<file path="src/rtl/sio_pkg.sv">
package sio_pkg;

    typedef enum logic [0:0] {
        PS_IDLE  = 1'b0,
        PS_ARMED = 1'b1
    } ptr_state_e;

    localparam int CH_B = 0;
    localparam int CH_A = 1;

    localparam int IDX_MIC  = 9;
    localparam int IDX_PEND = 3;

    // Modifier code in pointer bits 5:3 that selects the upper bank
    localparam logic [2:0] MOD_HIGH = 3'b001;

    // Reset codes carried in bits 7:6 of the shared register
    localparam logic [1:0] RST_NONE = 2'b00;
    localparam logic [1:0] RST_FULL = 2'b11;

endpackage

</file>
<file path="src/rtl/sio_ptr_fsm.sv">
module sio_ptr_fsm
    import sio_pkg::*;
#(
    parameter int IDX_W = 4
) (
    input  logic             clk,
    input  logic             rst_n,
    input  logic             ch_clr,
    input  logic             ctl_wr,
    input  logic             ctl_rd,
    input  logic [5:0]       ptr_byte,
    output logic             reg_wr,
    output logic [IDX_W-1:0] acc_idx
);

    ptr_state_e       state_q, state_d;
    logic [IDX_W-1:0] ptr_q, ptr_d;
    logic [IDX_W-1:0] decoded;

    always_comb begin
        decoded = IDX_W'(ptr_byte[2:0]);
        if (ptr_byte[5:3] == MOD_HIGH) begin
            decoded = decoded + IDX_W'(8);
        end
    end

    // state register
    always_ff @(posedge clk) begin
        if (!rst_n) begin
            state_q <= PS_IDLE;
            ptr_q   <= '0;
        end else begin
            state_q <= state_d;
            ptr_q   <= ptr_d;
        end
    end

    // next state and outputs
    always_comb begin
        state_d = state_q;
        ptr_d   = ptr_q;
        reg_wr  = 1'b0;
        acc_idx = '0;
        unique case (state_q)
            PS_IDLE: begin
                if (ctl_wr && decoded != '0) begin
                    state_d = PS_ARMED;
                    ptr_d   = decoded;
                end
            end
            PS_ARMED: begin
                acc_idx = ptr_q;
                if (ctl_wr) begin
                    reg_wr  = 1'b1;
                    state_d = PS_IDLE;
                    ptr_d   = '0;
                end else if (ctl_rd) begin
                    state_d = PS_IDLE;
                    ptr_d   = '0;
                end
            end
        endcase
        if (ch_clr) begin
            state_d = PS_IDLE;
            ptr_d   = '0;
        end
    end


    done_to_idle_chk: assert property (@(posedge clk) disable iff (!rst_n)
        (state_q == PS_ARMED && (ctl_wr || ctl_rd)) |=> (state_q == PS_IDLE && ptr_q == '0));


    zero_idx_stays_chk: assert property (@(posedge clk) disable iff (!rst_n)
        (state_q == PS_IDLE && ctl_wr && decoded == '0) |=> state_q == PS_IDLE);

endmodule

</file>
<file path="src/rtl/sio_chan_regs.sv">
module sio_chan_regs
    import sio_pkg::*;
#(
    parameter int DATA_W   = 8,
    parameter int NREG     = 16,
    parameter bit HAS_PEND = 1'b0,
    localparam int IDX_W   = $clog2(NREG)
) (
    input  logic              clk,
    input  logic              rst_n,
    input  logic              clr,
    input  logic              wr_en,
    input  logic [IDX_W-1:0]  wr_idx,
    input  logic [DATA_W-1:0] wdata,
    input  logic [IDX_W-1:0]  rd_idx,
    input  logic [DATA_W-1:0] line_stat,
    input  logic [DATA_W-1:0] rx_err,
    input  logic [DATA_W-1:0] rx_byte,
    input  logic [DATA_W-1:0] pend,
    output logic [DATA_W-1:0] rd_val,
    output logic [2*DATA_W-1:0] tc
);

    logic [DATA_W-1:0] wr_q [NREG];
    logic [DATA_W-1:0] pend_view;

    genvar r;
    generate
        for (r = 0; r < NREG; r++) begin : g_wr
            if (r == 0 || r == IDX_MIC) begin : g_none
                assign wr_q[r] = '0;
            end else begin : g_store
                always_ff @(posedge clk) begin
                    if (!rst_n || clr) begin
                        wr_q[r] <= '0;
                    end else if (wr_en && wr_idx == IDX_W'(r)) begin
                        wr_q[r] <= wdata;
                    end
                end
            end
        end
        if (HAS_PEND) begin : g_pend
            assign pend_view = pend;
        end else begin : g_nopend
            logic pend_unused;
            assign pend_unused = ^pend;
            assign pend_view   = '0;
        end
    endgenerate

    assign tc = {wr_q[13], wr_q[12]};

    always_comb begin
        case (rd_idx)
            IDX_W'(0):  rd_val = line_stat;
            IDX_W'(1):  rd_val = rx_err;
            IDX_W'(2):  rd_val = wr_q[2];
            IDX_W'(3):  rd_val = pend_view;
            IDX_W'(4):  rd_val = wr_q[4];
            IDX_W'(5):  rd_val = wr_q[5];
            IDX_W'(8):  rd_val = rx_byte;
            IDX_W'(9):  rd_val = wr_q[3];
            IDX_W'(11): rd_val = wr_q[10];
            IDX_W'(12): rd_val = wr_q[12];
            IDX_W'(13): rd_val = wr_q[13];
            IDX_W'(14): rd_val = wr_q[7];
            IDX_W'(15): rd_val = wr_q[15];
            default:    rd_val = '0;
        endcase
    end


    clr_zero_chk: assert property (@(posedge clk) disable iff (!rst_n)
        clr |=> tc == '0);


    tc_load_chk: assert property (@(posedge clk) disable iff (!rst_n)
        (wr_en && !clr && wr_idx == IDX_W'(12)) |=> tc[DATA_W-1:0] == $past(wdata));

endmodule

</file>
<file path="src/rtl/sio_master_ctl.sv">
module sio_master_ctl
    import sio_pkg::*;
#(
    parameter int DATA_W = 8
) (
    input  logic              clk,
    input  logic              rst_n,
    input  logic              wr_en,
    input  logic [DATA_W-1:0] wdata,
    output logic [1:0]        rst_req,
    output logic [1:0]        rst_pulse,
    output logic [DATA_W-1:0] mic
);

    logic [1:0] code;

    assign code    = wdata[DATA_W-1 -: 2];
    assign rst_req = wr_en ? code : RST_NONE;

    always_ff @(posedge clk) begin
        if (!rst_n) begin
            mic       <= '0;
            rst_pulse <= '0;
        end else begin
            rst_pulse <= rst_req;
            if (wr_en) begin
                if (code == RST_FULL) begin
                    mic <= '0;
                end else begin
                    mic <= {2'b00, wdata[DATA_W-3:0]};
                end
            end
        end
    end


    full_clear_chk: assert property (@(posedge clk) disable iff (!rst_n)
        (rst_pulse == RST_FULL) |-> mic == '0);


    code_hidden_chk: assert property (@(posedge clk) disable iff (!rst_n)
        mic[DATA_W-1 -: 2] == 2'b00);


    pulse_single_chk: assert property (@(posedge clk) disable iff (!rst_n)
        (rst_pulse != RST_NONE && !$past(wr_en)) |-> 1'b0);

endmodule

</file>
<file path="src/rtl/sio_regport.sv">
module sio_regport
    import sio_pkg::*;
#(
    parameter int DATA_W = 8,
    parameter int NREG   = 16
) (
    input  logic                  clk,
    input  logic                  rst_n,
    input  logic                  host_stb,
    input  logic                  host_we,
    input  logic [2:1]            host_addr,
    input  logic [DATA_W-1:0]     host_wdata,
    output logic [DATA_W-1:0]     host_rdata,
    input  logic [2*DATA_W-1:0]   line_stat,
    input  logic [2*DATA_W-1:0]   rx_err,
    input  logic [2*DATA_W-1:0]   rx_byte,
    input  logic [DATA_W-1:0]     irq_pend,
    output logic [DATA_W-1:0]     tx_byte,
    output logic [1:0]            tx_load,
    output logic [1:0]            rx_take,
    output logic [4*DATA_W-1:0]   brg_const,
    output logic [DATA_W-1:0]     master_ctl,
    output logic [1:0]            chan_rst
);

    localparam int NCH   = 2;
    localparam int IDX_W = $clog2(NREG);

    logic             is_data;
    logic [NCH-1:0]   ch_sel, ctl_wr, ctl_rd, reg_wr, mic_hit, ch_clr;
    logic [IDX_W-1:0] acc_idx [NCH];
    logic [DATA_W-1:0] rd_val [NCH];
    logic [1:0]       rst_req;
    logic             mic_wr;
    logic [DATA_W-1:0] rd_next;

    assign is_data = host_addr[1];

    genvar c;
    generate
        for (c = 0; c < NCH; c++) begin : g_ch
            assign ch_sel[c]  = host_stb && (host_addr[2] == (c == CH_A));
            assign ctl_wr[c]  = ch_sel[c] && !is_data && host_we;
            assign ctl_rd[c]  = ch_sel[c] && !is_data && !host_we;
            assign mic_hit[c] = reg_wr[c] && acc_idx[c] == IDX_W'(IDX_MIC);
            assign ch_clr[c]  = rst_req[c];

            sio_ptr_fsm #(.IDX_W(IDX_W)) u_fsm (
                .clk      (clk),
                .rst_n    (rst_n),
                .ch_clr   (ch_clr[c]),
                .ctl_wr   (ctl_wr[c]),
                .ctl_rd   (ctl_rd[c]),
                .ptr_byte (host_wdata[5:0]),
                .reg_wr   (reg_wr[c]),
                .acc_idx  (acc_idx[c])
            );

            sio_chan_regs #(
                .DATA_W   (DATA_W),
                .NREG     (NREG),
                .HAS_PEND (c == CH_A)
            ) u_regs (
                .clk       (clk),
                .rst_n     (rst_n),
                .clr       (ch_clr[c]),
                .wr_en     (reg_wr[c]),
                .wr_idx    (acc_idx[c]),
                .wdata     (host_wdata),
                .rd_idx    (acc_idx[c]),
                .line_stat (line_stat[c*DATA_W +: DATA_W]),
                .rx_err    (rx_err[c*DATA_W +: DATA_W]),
                .rx_byte   (rx_byte[c*DATA_W +: DATA_W]),
                .pend      (irq_pend),
                .rd_val    (rd_val[c]),
                .tc        (brg_const[c*2*DATA_W +: 2*DATA_W])
            );
        end
    endgenerate

    assign mic_wr = |mic_hit;

    sio_master_ctl #(.DATA_W(DATA_W)) u_mic (
        .clk       (clk),
        .rst_n     (rst_n),
        .wr_en     (mic_wr),
        .wdata     (host_wdata),
        .rst_req   (rst_req),
        .rst_pulse (chan_rst),
        .mic       (master_ctl)
    );

    always_comb begin
        if (host_addr[2]) begin
            rd_next = is_data ? rx_byte[CH_A*DATA_W +: DATA_W] : rd_val[CH_A];
        end else begin
            rd_next = is_data ? rx_byte[CH_B*DATA_W +: DATA_W] : rd_val[CH_B];
        end
    end

    always_ff @(posedge clk) begin
        if (!rst_n) begin
            host_rdata <= '0;
            tx_byte    <= '0;
            tx_load    <= '0;
            rx_take    <= '0;
        end else begin
            tx_load <= '0;
            rx_take <= '0;
            if (host_stb && !host_we) begin
                host_rdata <= rd_next;
            end
            if (host_stb && is_data) begin
                if (host_we) begin
                    tx_byte <= host_wdata;
                    tx_load <= ch_sel;
                end else begin
                    rx_take <= ch_sel;
                end
            end
        end
    end


    rdata_hold_chk: assert property (@(posedge clk) disable iff (!rst_n)
        !$past(host_stb && !host_we) |-> $stable(host_rdata));


    rr3_b_zero_chk: assert property (@(posedge clk) disable iff (!rst_n)
        (ctl_rd[CH_B] && acc_idx[CH_B] == IDX_W'(IDX_PEND)) |=> host_rdata == '0);


    other_chan_kept_chk: assert property (@(posedge clk) disable iff (!rst_n)
        (chan_rst == 2'b10) |-> $stable(brg_const[2*DATA_W-1:0]));


    tx_onehot_chk: assert property (@(posedge clk) disable iff (!rst_n)
        $onehot0(tx_load) && $onehot0(rx_take));

endmodule

</file>
<file path="config.mk">
export PLATFORM = sky130hd
export DESIGN_NAME = sio_regport
export DESIGN_NICKNAME = d
export VERILOG_FILES = /design/src/rtl/sio_pkg.sv /design/src/rtl/sio_ptr_fsm.sv /design/src/rtl/sio_chan_regs.sv /design/src/rtl/sio_master_ctl.sv /design/src/rtl/sio_regport.sv
export SDC_FILE = /design/constraint.sdc
export NUM_CORES = 1
export LEC_CHECK = 0
export CELL_PAD_IN_SITES_DETAIL_PLACEMENT = 0
export CELL_PAD_IN_SITES_GLOBAL_PLACEMENT = 1
export CORE_MARGIN = 1
export CORE_UTILIZATION = 40
export CTS_CLUSTER_SIZE = 25
export DETAILED_ROUTE_END_ITERATION = 16
export GPL_TIMING_DRIVEN = 0
export PLACE_DENSITY_LB_ADDON = 0.12
export SYNTH_ARGS = -nofsm -noshare
export SYNTH_HDL_FRONTEND = slang
export SYNTH_HIERARCHICAL = 1
export SYNTH_SLANG_ARGS = --single-unit
</file>
<file path="constraint.sdc">
create_clock -name clk -period 3.4 [get_ports clk]
set_input_delay 0.68 -clock clk [delete_from_list [all_inputs] [get_ports clk]]
set_output_delay 0.68 -clock clk [all_outputs]
set_load 0.01 [all_outputs]
</file>
* Word-level counts from Yosys, hierarchy flattened *
Cells that the tools add are included.

storage, ports and cells
  bits in registers = 184
  input port bits = 70
  output and inout bits = 62
  logic and storage cells = 146

operators by class
  add/sub/neg operators = 1
  equality and inequality tests = 34
  mux-type cells = 30
  bitwise logic cells = 5
  reductions and logical operators = 48

operators by type and width
  operator                                                          number
  8-bit case mux with 13 select lines                               1
  8-bit case mux with 12 select lines                               1
  4-bit == test (second input constant)                             16
  4-bit 2-to-1 mux                                                  9
  1-bit logical AND                                                 32
  4-bit by 3-bit == test with 1-bit output (second input constant)  6
  8-bit 2-to-1 mux                                                  3
  4-bit by 2-bit == test with 1-bit output (second input constant)  4
  4-bit case mux with 2 select lines                                2
  1-bit 2-to-1 mux                                                  10
  4-bit by 1-bit == test with 1-bit output (second input constant)  2
  4-bit logical NOT                                                 2
  6-bit 2-to-1 mux                                                  1
  3-bit by 1-bit != test with 1-bit output (second input constant)  2
  2-bit AND reduction                                               3
  2-bit OR reduction                                                3
  1-bit NOT                                                         5
  3-bit by 4-bit adder with 4-bit output (second input constant)    1
  2-bit by 1-bit != test with 1-bit output (second input constant)  2
  1-bit case mux with 2 select lines                                2
  4-bit nonzero test                                                1
  3-bit by 1-bit == test with 1-bit output (second input constant)  1
  1-bit logical NOT                                                 3
  3-bit AND reduction                                               1
  other kinds (4)                                                   5

* Depth between registers and ports, before layout *
  word-level depth = 10
  depth in mapped cells = 12
  mapped depth without buffers = 8

* By module *
Netlist, hierarchy kept.

modules (own cells, without submodules)
  module                          times used  cells an instance  area an instance (um2)  seq. area each (um2)
  sio_chan_regs (g_ch[1].u_regs)  1           465                3873.7                  1441.4
  sio_chan_regs (g_ch[0].u_regs)  1           427                3676.0                  1441.4
  sio_regport                     1           104                991.0                   400.4
  sio_ptr_fsm                     2           33                 289.0                   100.1
  sio_master_ctl                  1           35                 369.1                   160.2

* Worst setup path before layout *
OpenSTA, ideal clock, no wires.

  kind = input port to flip-flop
  start point = input host_addr[2] (netlist name)
  end point = register g_ch[0].u_regs/wr_q[88] (netlist name)
  setup time = 0.128 ns
  arrival time = 2.707 ns
  data required time = 3.272 ns
  path slack = 0.566 ns
  stages = 11
  buffers on the path = 4
  path through = buf_4 > nor3_1 > and2_2 > nand4b_1 > o22ai_1 > buf_6 > and2_1 > nand2b_1 > clkbuf_1 > clkbuf_1 > nor2_1

on the way
  longest elaborated chain between the ends = 10
  elaborated cells on any way between the ends = 17
  those cells by class = mux (5); bitwise (1); reduce/logical (11)

RTL lines
  what                             RTL line              text
  start: declaration               sio_regport.sv:11     input logic [2:1] host_addr,
  1-bit NOT                        sio_regport.sv:42     assign ch_sel[c] = host_stb && (host_addr[2] == (c == CH_A));
  1-bit logical AND                sio_regport.sv:42
  1-bit logical AND (2 in series)  sio_regport.sv:43     assign ctl_wr[c] = ch_sel[c] && !is_data && host_we;
  net ctl_wr[0]                    sio_regport.sv:30     logic [NCH-1:0] ch_sel, ctl_wr, ctl_rd, reg_wr, mic_hit, ch_clr;
  1-bit 2-to-1 mux                 sio_ptr_fsm.sv:53     if (ctl_wr) begin
  1-bit 2-to-1 mux                 sio_ptr_fsm.sv:44     unique case (state_q)
  net reg_wr[0]                    sio_regport.sv:30
  1-bit logical AND                sio_regport.sv:45     assign mic_hit[c] = reg_wr[c] && acc_idx[c] == IDX_W'(IDX_MIC);
  2-bit OR reduction               sio_regport.sv:81     assign mic_wr = |mic_hit;
  net mic_wr                       sio_regport.sv:34     logic mic_wr;
  2-bit 2-to-1 mux                 sio_master_ctl.sv:18  assign rst_req = wr_en ? code : RST_NONE;
  net ch_clr[0]                    sio_regport.sv:30
  1-bit logical OR                 -
  end signal: indexed assignment   sio_chan_regs.sv:37   wr_q[r] <= wdata;
  end: declaration                 sio_chan_regs.sv:24   logic [DATA_W-1:0] wr_q [NREG];

The timed path passes the listed nets, and every way through them passes these cells.
A chain may end at the register's enable or synchronous reset.

* Worst setup path after layout *
  start point = input host_addr[2] (netlist name)
  end point = register g_ch[0].u_regs/wr_q[103] (netlist name)

Same word-level chain as after synthesis.

==> metrics <==
Post-Route Skew=0.0179 ns; required time of the critical path=3.72 ns; Crit-path slowest cell=clkdlybuf4s50_1; CTS Buf Count=17; Setup Slack @ Placement=-1.12 ns; initial antenna violation count=0; Max Cap Viol=0; warning count from the yosys run=6; area fraction in compound gates after synthesis=0.194; number of optimization iterations in the first detailed-route pass=5; diode insertion count for antenna repair=0; most frequent cells after synthesis=dfxtp_1, nand2_1, mux2i_1, nor2_1, a21oi_1; number of synthesized register bits=182; largest fanout on the critical path=10; number of DRC violations after detailed routing=0; vias in the first global route=8409; TritonCTS Sinks=182; leakage power total=4.56 nW; remaining max-slew budget at the tightest pin=0.461; area fraction in and, or, nand and nor cells after synthesis=0.200; Least-Margin Pin Slew=0.808 ns; combinational family with the most area after synthesis=simple AND/OR/NAND/NOR gates; clock transition at the registers of the reported paths=0.07 ns; die outline area=24300 um2; CP Cell Sequence=clkdlybuf4s50_1 > buf_4 > nor3_2 > and2_2 > nand4b_1 > o22ai_2 > buf_6 > and2_1 > nand2b_2 > clkbuf_2 > nor2_1; instance count of the mapped netlist=1097; top cells by area, synth=dfxtp_1, mux2i_1, a21oi_1; Startpoint Class=input port; post-detailed-route count of antenna-violating nets=0; starting utilization of the core area=0.414; Power per Cell Area=391 nW/um2; gr usage total=0.299; WL/cell=22.8 um; XOR/XNOR Fraction of Synth Area=0; achievable frequency=316 MHz; post-layout total power=4.62 mW; post-placement cell area=11200 um2; DR vias/cell=5.67; gp weighted congestion=0.954; Final Worst Setup Slack=0.233 ns; die width=156 um; mux share of post-synthesis cell area=0.144; row count=55; clock tree buffer depth=2; Post-synth EDFFs=0; NumNets Final=1313; maximum vdd drop=351 uV; total wirelength of the detailed-routed design=35800 um; Area Growth Syn to Fin=24.4%; unrepaired setup endpoints after global routing=no; average instance area after synthesis=8.65 um2; distinct cell type count after synthesis=79; number of setup violations in the final report=0; shortest clock period the worst path allows after layout=3.17 ns; half-perimeter wire length after detailed placement=26200 um; worst hold stages=2; worst skew pair latency=0.45 ns; largest incremental delay on the critical path=0.48 ns; total core area=22900 um2; IO Port Bufs=128; share of the cycle needed by the critical path after routing=0.931; Hold Fails Final Rpt=0; count of routing violations after the opening detailed-route iteration=574; CTS tree=done; cell type with the highest aggregate area in the netlist=dfxtp_1; kind of critical path=input port to flop; post-synthesis share of cell area spent on full adders, half adders and majority gates=0; first-pass GRT wire length=53700 um; sequential area share after synthesis=0.384; area share of the leading cell type in the synthesized netlist=0.384; cell at the root of the clock tree=clkbuf_16; Worst R2R Path Depth=9; status=finished, final reports clean; H-Tree Depth=4; critical path arrival=3.49 ns; most frequently used cell type in the post-synthesis netlist=dfxtp_1; class of the tightest hold or removal check=flop to flop; cell area after layout=11800 um2; CTS Hold Buffers Added=0; via count=8904; # IOs=132; overall overflow remaining after global route=0; final number of max-transition violations=0; endpoint type of the worst setup path=flop; post-synth design cell area=9490 um2; share of post-route cells with drive strength above 1=0.146; vertical die dimension=156 um; most frequently used flop master after synthesis=dfxtp_1; maximum number of pins on one net before global-route repair=19; fraction of synthesis flops using an asynchronous set or reset pin=0
-- through the flow --
stage               setup TNS, ns  utilization  hold WS [ns]  std cells
CTS                             0        0.515         0.465       1569
global placement          -132.41        0.487         0.444       1539
global route                    0        0.515         0.490       1569
finish                          0        0.515         0.465       1569
floorplan                       0            -         0.448       1098
detailed placement        -124.40        0.487         0.457       1539
-- cell type report --
| cell class | count | area [um2] |
|---|---|---|
| plain buffers | 121 | 713 |
| clock buffers | 17 | 425 |
| clock inverters | 15 | 188 |
| fillers | 2233 | 11100 |
| inverters | 7 | 26.3 |
| multi-input cells | 786 | 5140 |
| flip-flops and latches | 182 | 3640 |
| well taps | 313 | 392 |
| repair buffers | 128 | 1280 |
-- report_power, final --
group | internal [mW] | switching, mW | leakage [nW]
Sequential | 2.14 | 0.00870 | 1.47
Combinational | 0.153 | 0.210 | 2.79
Clock | 1.12 | 0.986 | 0.295
-- state kept, by name, indices dropped and copies added (netlist names), 6 cells and up --
register / count
tx_byte: 8
host_rdata: 8
g_ch.u_fsm/ptr_q: 8
g_ch.u_regs/tc: 32
g_ch.u_regs/wr_q: 112
u_mic/mic: 6
-- placed cells by master, fill, tap and decap left out, types with 22 or more instances in the layout --
master / instances
a21oi_1: 87
buf_2: 28
buf_4: 41
clkbuf_1: 32
clkdlybuf4s50_1: 128
dfxtp_1: 182
mux2i_1: 112
nand2_1: 114
nand3_1: 22
nor2_1: 102
o21ai_0: 76
-- critical path: cells and delay by family --
kind,cells,cell delay [ns]
AO/OA/AOI/OAI,1,0.31
AND/OR/NAND/NOR,6,1.24
buffers and inverters,4,1.25
-- worst paths after layout --
| check | endpoint | slack (ns) | start |
|---|---|---|---|
| worst min register to register | tx_byte[1]$_SDFFE_PN0P_ | 0.46 | tx_byte[1]$_SDFFE_PN0P_ |
| worst max-delay path | g_ch[0].u_regs/wr_q[103]$_SDFFE_PP0P_ | 0.23 | host_addr[2] |
| worst max register to register | host_rdata[3]$_SDFFE_PN0P_ | 0.56 | g_ch[0].u_fsm/state_q$_SDFF_PP0_ |
| worst min-delay path | tx_byte[1]$_SDFFE_PN0P_ | 0.46 | tx_byte[1]$_SDFFE_PN0P_ |
-- layer usage --
metal / share of wire / vias to the layer above / wire (um) / GRT usage
met3: 0.053 / 62 / 1880 / 0.0386
met1: 0.43 / 4319 / 15500 / 0.388
met4: 0.032 / 0 / 1160 / 0.119
met2: 0.48 / 322 / 17200 / 0.502
met5: 0 / - / 0 / 0
li1: - / 4201 / - / -
-- logic make-up after synthesis --
kind of cell	Yosys count
AOI/OAI and AO/OA	287
buffers and inverters	130
DFF	182
muxes	132
other	1
and+or+nand+nor	365
-- what timing repair did --
action	in CTS	in global routing
gates resized for setup	13	12
setup endpoints to repair	140	128
cloned	0	0
setup buffers	0	0
Power figures use the tool's default switching activity.
